## src/rtl/lbus_xfer_pkg.sv

```systemverilog
package lbus_xfer_pkg;
   localparam logic [7:0] A_SIZE  = 8'h00;
   localparam logic [7:0] A_BASE  = 8'h04;
   localparam logic [7:0] A_CTRL  = 8'h08;
   localparam logic [7:0] A_ENAB  = 8'h0C;
   localparam logic [7:0] A_STAT  = 8'h14;
   localparam logic [7:0] A_DATA  = 8'h40;
   localparam logic [7:0] A_FSTAT = 8'h44;
   localparam logic [7:0] A_FGRAN = 8'h48;
   localparam logic [7:0] A_ALARM = 8'h4C;

   // merge a register image with new data under big-endian byte enables
   function automatic logic [31:0] be_merge(input logic [31:0] cur,
                                            input logic [31:0] nw,
                                            input logic [3:0]  be);
      logic [31:0] r;
      for (int b = 0; b < 4; b++)
         r[b*8 +: 8] = be[b] ? nw[b*8 +: 8] : cur[b*8 +: 8];
      return r;
   endfunction
endpackage

```

## src/rtl/lbus_word_fifo.sv

```systemverilog
module lbus_word_fifo #(
   parameter int unsigned WORDS  = 128,
   parameter int unsigned DATA_W = 32,
   localparam int unsigned AW    = $clog2(WORDS),
   localparam int unsigned CW    = AW + 1
) (
   input  logic              clk,
   input  logic              rst_n,
   input  logic              flush,
   input  logic              push,
   input  logic [DATA_W-1:0] wdata,
   input  logic              pop,
   output logic [DATA_W-1:0] head,
   output logic [CW-1:0]     count,
   output logic              full,
   output logic              empty
);
   initial assert (WORDS >= 2) else $fatal(1, "lbus_word_fifo: WORDS must be at least 2");

   logic [DATA_W-1:0] mem [WORDS];
   logic [AW-1:0] wr_ptr, rd_ptr, wr_nxt, rd_nxt;
   logic push_ok, pop_ok;

   assign full    = (count == CW'(WORDS));
   assign empty   = (count == '0);
   assign push_ok = push && !full;
   assign pop_ok  = pop && !empty;
   assign head    = mem[rd_ptr];

   generate
      if ((1 << AW) == WORDS) begin : g_pow2
         assign wr_nxt = wr_ptr + 1'b1;
         assign rd_nxt = rd_ptr + 1'b1;
      end else begin : g_wrap
         assign wr_nxt = (wr_ptr == AW'(WORDS - 1)) ? '0 : wr_ptr + 1'b1;
         assign rd_nxt = (rd_ptr == AW'(WORDS - 1)) ? '0 : rd_ptr + 1'b1;
      end
   endgenerate

   always_ff @(posedge clk) begin
      if (push_ok) mem[wr_ptr] <= wdata;
   end

   always_ff @(posedge clk or negedge rst_n) begin
      if (!rst_n) begin
         wr_ptr <= '0;
         rd_ptr <= '0;
         count  <= '0;
      end else if (flush) begin
         wr_ptr <= '0;
         rd_ptr <= '0;
         count  <= '0;
      end else begin
         if (push_ok) wr_ptr <= wr_nxt;
         if (pop_ok)  rd_ptr <= rd_nxt;
         case ({push_ok, pop_ok})
            2'b10:   count <= count + 1'b1;
            2'b01:   count <= count - 1'b1;
            default: count <= count;
         endcase
      end
   end

   // a push into a full FIFO without a pop leaves the fill unchanged
   p_no_overflow_r3: assert property (@(posedge clk) disable iff (!rst_n)
      (push && full && !pop && !flush) |=> (count == $past(count)));
   // a pop from an empty FIFO without a push leaves it empty
   p_no_underflow_r4: assert property (@(posedge clk) disable iff (!rst_n)
      (pop && empty && !push && !flush) |=> empty);
endmodule

```

## src/rtl/lbus_seq.sv

```systemverilog
module lbus_seq #(
   parameter int unsigned CNT_W  = 24,
   parameter int unsigned ADDR_W = 32,
   parameter int unsigned DATA_W = 32,
   parameter int unsigned CS_W   = 8,
   localparam int unsigned BEAT  = DATA_W / 8
) (
   input  logic              clk,
   input  logic              rst_n,
   input  logic              stop,
   input  logic              clr,
   input  logic              start,
   input  logic              dir_rd_in,
   input  logic [CS_W-1:0]   cs_in,
   input  logic [ADDR_W-1:0] base_in,
   input  logic [CNT_W-1:0]  size_in,
   input  logic              fifo_empty,
   input  logic              fifo_full,
   input  logic [DATA_W-1:0] fifo_head,
   output logic              fifo_pop,
   output logic              fifo_push,
   output logic              ext_req,
   output logic              ext_we,
   output logic [CS_W-1:0]   ext_cs,
   output logic [ADDR_W-1:0] ext_addr,
   output logic [DATA_W-1:0] ext_wdata,
   input  logic              ext_ack,
   output logic              busy,
   output logic              run_rd,
   output logic [CNT_W-1:0]  bytes_done,
   output logic              done_evt
);
   logic [CNT_W-1:0] size_q, cnt_q, remain, step;
   logic at_end, beat;

   assign remain     = size_q - cnt_q;
   assign step       = (remain < CNT_W'(BEAT)) ? remain : CNT_W'(BEAT);
   assign at_end     = (cnt_q == size_q);
   assign ext_req    = busy && !at_end && !stop && (run_rd ? !fifo_full : !fifo_empty);
   assign beat       = ext_req && ext_ack;
   assign ext_we     = !run_rd;
   assign ext_wdata  = fifo_head;
   assign fifo_pop   = beat && !run_rd;
   assign fifo_push  = beat && run_rd;
   assign bytes_done = cnt_q;
   assign done_evt   = busy && at_end && !stop;

   always_ff @(posedge clk or negedge rst_n) begin
      if (!rst_n) begin
         busy     <= 1'b0;
         run_rd   <= 1'b0;
         ext_cs   <= '0;
         ext_addr <= '0;
         size_q   <= '0;
         cnt_q    <= '0;
      end else if (stop) begin
         busy <= 1'b0;
         if (clr) cnt_q <= '0;
      end else if (start && !busy) begin
         busy     <= 1'b1;
         run_rd   <= dir_rd_in;
         ext_cs   <= cs_in;
         ext_addr <= base_in;
         size_q   <= size_in;
         cnt_q    <= '0;
      end else if (busy) begin
         if (at_end) begin
            busy <= 1'b0;
         end else if (beat) begin
            ext_addr <= ext_addr + ADDR_W'(BEAT);
            cnt_q    <= cnt_q + step;
         end
      end
   end

   // an unacknowledged request keeps address and chip select
   p_wait_hold_r12: assert property (@(posedge clk) disable iff (!rst_n)
      (ext_req && !ext_ack) |=> (ext_addr == $past(ext_addr) && ext_cs == $past(ext_cs)));
   // each accepted beat advances the address by one word
   p_addr_step_r6: assert property (@(posedge clk) disable iff (!rst_n)
      (ext_req && ext_ack) |=> (ext_addr == $past(ext_addr) + ADDR_W'(BEAT)));
   // the byte count never passes the programmed size while running
   p_cnt_bound_r8: assert property (@(posedge clk) disable iff (!rst_n)
      busy |-> (cnt_q <= size_q));
endmodule

```

## src/rtl/lbus_xfer_ctrl.sv

```systemverilog
module lbus_xfer_ctrl
   import lbus_xfer_pkg::*;
#(
   parameter int unsigned FIFO_WORDS = 128,
   parameter int unsigned CNT_W      = 24,
   parameter int unsigned ADDR_W     = 32,
   localparam int unsigned FIFO_B    = FIFO_WORDS * 4,
   localparam int unsigned LVL_W     = $clog2(FIFO_WORDS) + 3,
   localparam int unsigned FCW       = $clog2(FIFO_WORDS) + 1
) (
   input  logic              clk,
   input  logic              rst_n,
   input  logic              reg_wr,
   input  logic              reg_rd,
   input  logic [7:0]        reg_addr,
   input  logic [3:0]        reg_be,
   input  logic [31:0]       reg_wdata,
   output logic [31:0]       reg_rdata,
   output logic              ext_req,
   output logic              ext_we,
   output logic [7:0]        ext_cs,
   output logic [ADDR_W-1:0] ext_addr,
   output logic [31:0]       ext_wdata,
   input  logic [31:0]       ext_rdata,
   input  logic              ext_ack,
   output logic              dma_req,
   output logic              irq
);
   initial assert (CNT_W >= 3 && CNT_W <= 24) else $fatal(1, "lbus_xfer_ctrl: CNT_W out of range");
   initial assert (ADDR_W >= 8 && ADDR_W <= 32) else $fatal(1, "lbus_xfer_ctrl: ADDR_W out of range");
   initial assert (LVL_W <= 16) else $fatal(1, "lbus_xfer_ctrl: FIFO too deep for status field");

   // programmed state
   logic [CNT_W-1:0]  size_q;
   logic [ADDR_W-1:0] base_q;
   logic [7:0]        cs_q;
   logic              dir_rd_q, cfg_q;
   logic              rst_x_q, rst_f_q, eie_q, cie_q, men_q;
   logic [2:0]        gran_q;
   logic [LVL_W-1:0]  alarm_q;
   logic              cmp_q, abt_q;

   // datapath links
   logic              f_push, f_pop, f_full, f_empty;
   logic [31:0]       f_head, f_wdata;
   logic [FCW-1:0]    f_count;
   logic [LVL_W-1:0]  occ;
   logic              s_busy, s_run_rd, s_done, s_pop, s_push;
   logic [CNT_W-1:0]  s_bytes;

   logic        wr_data, rd_data, bad_push, bad_pop, start, stop;
   logic [31:0] img_size, img_base, img_ctrl, img_enab, img_gran, img_alarm, cur_ctrl, cur_enab;

   assign occ      = {f_count, 2'b00};
   assign wr_data  = reg_wr && reg_addr == A_DATA;
   assign rd_data  = reg_rd && reg_addr == A_DATA;
   assign bad_push = wr_data && (f_full || (s_busy && s_run_rd));
   assign bad_pop  = rd_data && (f_empty || (s_busy && !s_run_rd));
   assign start    = reg_wr && reg_addr == A_SIZE && reg_be[3] && reg_wdata[31:24] == 8'h01
                     && men_q && !rst_x_q && !rst_f_q;
   assign stop     = rst_x_q || bad_push || bad_pop;

   assign cur_ctrl  = {cs_q, 7'b0, dir_rd_q, 12'b0, cfg_q, 3'b0};
   assign cur_enab  = {7'b0, rst_x_q, 7'b0, rst_f_q, 6'b0, eie_q, cie_q, 7'b0, men_q};
   assign img_size  = be_merge(32'(size_q), reg_wdata, reg_be);
   assign img_base  = be_merge(32'(base_q), reg_wdata, reg_be);
   assign img_ctrl  = be_merge(cur_ctrl, reg_wdata, reg_be);
   assign img_enab  = be_merge(cur_enab, reg_wdata, reg_be);
   assign img_gran  = be_merge({5'b0, gran_q, 24'b0}, reg_wdata, reg_be);
   assign img_alarm = be_merge(32'(alarm_q), reg_wdata, reg_be);

   always_ff @(posedge clk or negedge rst_n) begin
      if (!rst_n) begin
         size_q  <= '0;  base_q  <= '0;  cs_q  <= '0;  dir_rd_q <= 1'b0; cfg_q <= 1'b0;
         rst_x_q <= 1'b0; rst_f_q <= 1'b0; eie_q <= 1'b0; cie_q <= 1'b0; men_q <= 1'b0;
         gran_q  <= '0;  alarm_q <= '0;
      end else if (reg_wr) begin
         case (reg_addr)
            A_SIZE:  size_q  <= img_size[CNT_W-1:0];
            A_BASE:  base_q  <= img_base[ADDR_W-1:0];
            A_CTRL:  begin
               cs_q <= img_ctrl[31:24]; dir_rd_q <= img_ctrl[16]; cfg_q <= img_ctrl[3];
            end
            A_ENAB:  begin
               rst_x_q <= img_enab[24]; rst_f_q <= img_enab[16];
               eie_q <= img_enab[9]; cie_q <= img_enab[8]; men_q <= img_enab[0];
            end
            A_FGRAN: gran_q  <= img_gran[26:24];
            A_ALARM: alarm_q <= img_alarm[LVL_W-1:0];
            default: ;
         endcase
      end
   end

   always_ff @(posedge clk or negedge rst_n) begin
      if (!rst_n) begin
         cmp_q <= 1'b0;
         abt_q <= 1'b0;
      end else if (rst_x_q) begin
         cmp_q <= 1'b0;
         abt_q <= 1'b0;
      end else begin
         if (s_done) cmp_q <= 1'b1;
         else if (reg_wr && reg_addr == A_STAT && reg_be[3] && reg_wdata[24]) cmp_q <= 1'b0;
         if (bad_push || bad_pop) abt_q <= 1'b1;
         else if (reg_wr && reg_addr == A_STAT && reg_be[3] && reg_wdata[28]) abt_q <= 1'b0;
      end
   end

   assign f_push  = (wr_data && !bad_push) || s_push;
   assign f_pop   = (rd_data && !bad_pop) || s_pop;
   assign f_wdata = s_push ? ext_rdata : reg_wdata;

   lbus_word_fifo #(.WORDS(FIFO_WORDS), .DATA_W(32)) u_fifo (
      .clk(clk), .rst_n(rst_n), .flush(rst_f_q), .push(f_push), .wdata(f_wdata),
      .pop(f_pop), .head(f_head), .count(f_count), .full(f_full), .empty(f_empty));

   lbus_seq #(.CNT_W(CNT_W), .ADDR_W(ADDR_W), .DATA_W(32), .CS_W(8)) u_seq (
      .clk(clk), .rst_n(rst_n), .stop(stop), .clr(rst_x_q), .start(start),
      .dir_rd_in(dir_rd_q), .cs_in(cs_q), .base_in(base_q), .size_in(img_size[CNT_W-1:0]),
      .fifo_empty(f_empty), .fifo_full(f_full), .fifo_head(f_head),
      .fifo_pop(s_pop), .fifo_push(s_push),
      .ext_req(ext_req), .ext_we(ext_we), .ext_cs(ext_cs), .ext_addr(ext_addr),
      .ext_wdata(ext_wdata), .ext_ack(ext_ack),
      .busy(s_busy), .run_rd(s_run_rd), .bytes_done(s_bytes), .done_evt(s_done));

   assign irq = men_q && ((cmp_q && cie_q) || (abt_q && eie_q));

   always_comb begin
      dma_req = 1'b0;
      if (s_busy && !s_run_rd)
         dma_req = (occ <= alarm_q);
      else if (s_busy && s_run_rd)
         dma_req = (occ != '0) && (({1'b0, occ} + {1'b0, alarm_q}) >= (LVL_W + 1)'(FIFO_B));
   end

   always_comb begin
      case (reg_addr)
         A_SIZE:  reg_rdata = 32'(size_q);
         A_BASE:  reg_rdata = 32'(base_q);
         A_CTRL:  reg_rdata = cur_ctrl;
         A_ENAB:  reg_rdata = cur_enab;
         A_STAT:  reg_rdata = {3'b0, abt_q, 3'b0, cmp_q, 24'(s_bytes)};
         A_DATA:  reg_rdata = (f_empty || (s_busy && !s_run_rd)) ? 32'h0 : f_head;
         A_FSTAT: reg_rdata = {14'b0, f_full, f_empty, 16'(occ)};
         A_FGRAN: reg_rdata = {5'b0, gran_q, 24'b0};
         A_ALARM: reg_rdata = 32'(alarm_q);
         default: reg_rdata = 32'h0;
      endcase
   end

   logic unused_bits;
   assign unused_bits = ^{img_size, img_base, img_ctrl, img_enab, img_gran, img_alarm};

   // abort stays set until cleared by software or the transfer reset
   p_abt_sticky_r4: assert property (@(posedge clk) disable iff (!rst_n)
      (abt_q && !rst_x_q && !(reg_wr && reg_addr == A_STAT)) |=> abt_q);
   // completion is only flagged by a transfer that was running
   p_cmp_from_run_r8: assert property (@(posedge clk) disable iff (!rst_n)
      $rose(cmp_q) |-> ($past(s_busy) && !s_busy));
   // an illegal data-port access ends bus activity on the next cycle
   p_abort_stops_r13: assert property (@(posedge clk) disable iff (!rst_n)
      (bad_push || bad_pop) |=> !ext_req);
endmodule

```

## config.mk

```make
export PLATFORM = sky130hd
export DESIGN_NAME = lbus_xfer_ctrl
export DESIGN_NICKNAME = d
export VERILOG_FILES = /design/src/rtl/lbus_xfer_pkg.sv /design/src/rtl/lbus_word_fifo.sv /design/src/rtl/lbus_seq.sv /design/src/rtl/lbus_xfer_ctrl.sv
export SDC_FILE = /design/constraint.sdc
export NUM_CORES = 2
export LEC_CHECK = 0
export BUFFER_PORTS_ARGS = -buffer_cell sky130_fd_sc_hd__buf_4
export CORE_MARGIN = 4
export CORE_UTILIZATION = 30
export CTS_CLUSTER_DIAMETER = 40
export DETAILED_ROUTE_END_ITERATION = 16
export GPL_TIMING_DRIVEN = 0
export PLACE_DENSITY = 0.44
export SLEW_MARGIN = 20
export SYNTH_ARGS = -nofsm -noshare
export SYNTH_HDL_FRONTEND = slang
export SYNTH_SLANG_ARGS = --single-unit
```

## constraint.sdc

```tcl
create_clock -name clk -period 14.8 [get_ports clk]
set_input_delay 2.96 -clock clk [delete_from_list [all_inputs] [get_ports clk]]
set_output_delay 2.96 -clock clk [all_outputs]
set_load 0.02 [all_outputs]
```

==> results_dict.tcl <==
set metrics [dict create \
    status "completed" \
    power_w 0.0293 \
    reg2reg_slack_ns 7.73 \
    antenna_found_initial 49 \
    final_nets 8736 \
    p_leak_nw 66.1 \
    clk_pin_slew_ns 0.06 \
    cts_resized 0 \
    fmax_mhz 98.4 \
    skew_ns 0.0506 \
    first_global_vias 90200 \
    synth_warnings 0 \
    num_vias 88600 \
    worst_ep_arrival_time_ns 7.20 \
    p_per_area_nw_per_um2 139 \
    grt_max_degree 129 \
    fillers 50500 \
    io-pin-count 189 \
    htree_levels 6 \
    timing.critical_path.fanout_max 10 \
    ctsHoldBuffers 0 \
    core.rowCount 275 \
    max_slew_margin_pct 20.4 \
    tightest_slew_ns 1.19 \
    final_cell_area_um2 211000 \
    post_cts_buffers 0 \
    rr_startpoint "u_seq.bytes_done[10]" \
    synth_area_um2 169000 \
    peakVddDrop_mv 0.119 \
    final_layout_size_suffix_gt1_share_pct 37.5 \
    synthCells 7386 \
    slew_viol_final 0 \
    coreArea_um2 561000 \
    r2r_cells 14 \
    avgSynthCellArea_um2 22.8 \
    critPathRequiredTime_ns 11.84 \
    async_flop_share_pct 4.61 \
    cts-root-buf "clkbuf_16" \
    yosysSeqAreaShare_pct 75.8 \
    rsz0062_at_grt "no" \
    finalSetupViolCount 0 \
    drv_cap 0 \
    drtAntennaViolNets 0 \
    cts_buffers 603 \
    r2r_end "u_fifo.mem[93][14]" \
    hp-class "reg -> reg" \
    grt_pass1_wl_um 824000 \
    fin_crit_sh_pct 68.7 \
    finalSetupTns_ns 0 \
    min_path_cells 1 \
    initial_core_util_pct 30.1 \
    synthToLayoutAreaGrowth_pct 24.8 \
    place_area_um2 190000 \
    synth-main-ff-cell "edfxtp_1" \
    ctsLongestPathBuffers 4 \
    die_w_um 758 \
    post_drt_wl_per_cell_um 37.4 \
    crit_path_start_kind "flop" \
    vias_per_cell 5.34 \
    worstSetupEndpointType "output pin" \
    wl_um 621000 \
    setup_ws_ns 4.64 \
    die_area_um2 575000 \
    overflow 0 \
    globalplace.congestion 0.870 \
    holdCritStartpoint "gran_q[1]" \
    dieHeight_um 758 \
    post-route-min-period_ns 10.16 \
    hold_viol 0 \
    cts_sinks 4294 \
    drt_iter0_drc 11000 \
    dp_slack_ns 5.68 \
    grt.total_usage_pct 21.3 \
    dpl.hpwl_um 446000 \
    synth-edff-count 4096 \
    min_to "gran_q[1]" \
    postLayoutCoreUtil_pct 37.6 \
    worstSetupPathType "reg -> out" \
    portBuffers 187 \
    drc 0 \
    drtPass1Iterations 6 \
    insertion_delay_ns 1.08 \
    synth_cell_type_count 79 \
    synth-seq-cells 4294 \
    cts_tree "built" \
]
## cells by family (layout without fill, tap and decap cells)
logic type               Yosys count  count (layout)  synth area share, %
other                              1              49              0.00222
multiplexers                    1536            1536                 19.2
adder cells (fa/ha/maj)           74              74                0.566
XOR/XNOR                          75              75                0.394
AO/OA/AOI/OAI                    331             331                 1.28
flip-flops                      4294            4294                 75.8
buffers and inverters            455            2134                 1.06
AND/OR/NAND/NOR                  620             620                 1.68
## per-stage QoR
step / hold WS, ns / cells
after floorplan: 0.465 / 7405
after global placement: 0.491 / 15100
after detailed placement: 0.497 / 15500
after CTS: 0.509 / 16600
after global routing: 0.521 / 16600
final: 0.508 / 16600
## critical path: stages, from the launching register on
cell	delay, ns
dfrtp_1	0.35
clkbuf_2	0.56
clkbuf_1	0.88
clkbuf_2	0.71
clkbuf_1	0.73
mux4_2	0.43
mux4_2	0.63
mux4_2	0.64
mux2_2	0.43
nand2_1	0.25
nand3_1	0.21
buf_4	0.22
## worst max path at each step
| stage | start | to | slack [ns] | cells after the start |
|---|---|---|---|---|
| floorplan | reg_addr[5] | reg_rdata[10] | 7.18 | 7 |
| global placement | reg_addr[6] | u_fifo.mem[35][6] | 0.92 | 11 |
| detailed placement | reg_addr[5] | reg_rdata[23] | 5.68 | 9 |
| CTS | u_fifo.rd_ptr[1] | reg_rdata[5] | 4.58 | 11 |
| global route | u_fifo.rd_ptr[1] | reg_rdata[16] | 4.52 | 11 |
| finish | u_fifo.rd_ptr[1] | reg_rdata[6] | 4.64 | 11 |
## placed cells by master (no fill, tap or decap), types with 29 or more instances in the layout
cell / synthesis / final
nor2_1: 233 / 105
nand3_1: 68 / 68
buf_1: 91 / 29
buf_2: 51 / 97
edfxtp_1: 4096 / 4096
inv_1: 61 / 61
nand4_1: 32 / 32
clkbuf_16: 0 / 613
clkinv_1: 0 / 68
clkinv_4: 0 / 44
bufinv_16: 0 / 78
nand2_1: 163 / 163
mux4_2: 1343 / 1343
xor2_1: 44 / 44
mux2i_1: 41 / 41
o21ai_0: 79 / 78
nor2_4: 0 / 128
mux2_2: 152 / 120
clkinv_2: 0 / 74
inv_6: 0 / 73
diode_2: 0 / 29
clkinvlp_4: 0 / 67
buf_16: 0 / 143
buf_4: 1 / 189
a21o_1: 29 / 29
ha_1: 70 / 70
buf_12: 0 / 231
xnor2_1: 30 / 30
clkbuf_1: 248 / 216
clkbuf_2: 1 / 97
dfrtp_1: 198 / 198
a21oi_1: 93 / 92
## sequential cells by signal, summed over array words and instances (netlist names), 10 cells and up
register and flops:
alarm_q 10, u_seq.bytes_done 24, u_fifo.mem 4096, size_q 24, u_seq.size_q 24, base_q 32
u_seq.ext_addr 32
## cell usage after synthesis (8+ instances only)
master / instances / area, µm²
nor3b_1: 9 / 67.6
mux2_2: 152 / 1710
a21o_1: 29 / 218
a31oi_1: 12 / 75.1
nor4_1: 11 / 68.8
buf_1: 91 / 342
buf_2: 51 / 255
nor2_1: 233 / 875
or3_1: 8 / 50.1
edfxtp_1: 4096 / 123000
mux2i_1: 41 / 410
a221o_1: 8 / 80.1
nand3_1: 68 / 340
nand2_1: 163 / 612
a21oi_1: 93 / 465
nand4_1: 32 / 200
a22oi_1: 27 / 203
nor3_1: 20 / 100
dfrtp_1: 198 / 4950
inv_1: 61 / 229
xor2_1: 44 / 385
o21bai_1: 8 / 60.1
ha_1: 70 / 876
xnor2_1: 30 / 263
mux4_2: 1343 / 30200
nor2b_1: 17 / 106
a22o_1: 9 / 78.8
clkbuf_1: 248 / 931
o21ai_0: 79 / 395
and3_1: 25 / 156
## per-layer routing
metal / routed length [µm] / up-vias / track usage, %
met5: 63 / - / 0
li1: - / 34100 / -
met1: 251000 / 49200 / 27.8
met4: 27300 / 10 / 8.06
met2: 293000 / 4213 / 34.3
met3: 49500 / 1082 / 5.22
## report_power, final
| group | leakage [nW] | switching (W) | internal (W) | total [W] |
|---|---|---|---|---|
| clock network | 9.95 | 0.00573 | 0.00907 | 0.0148 |
| registers | 39.5 | 0.0000224 | 0.0133 | 0.0133 |
| logic | 16.6 | 0.000725 | 0.000459 | 0.00118 |
| total | 66.1 | 0.00648 | 0.0229 | 0.0293 |
## cell type report
type	instances	area (µm²)	area share, %
inverters	61	229	0.109
clock buffers	664	15600	7.39
plain buffers	394	1740	0.826
multi-input cells	2656	40500	19.2
clock inverters	444	5130	2.44
diodes	29	72.6	0.0345
well taps	7479	9360	4.44
repair buffers	571	10100	4.79
flip-flops and latches	4294	128000	60.8
Power figures use the tool's default switching activity.
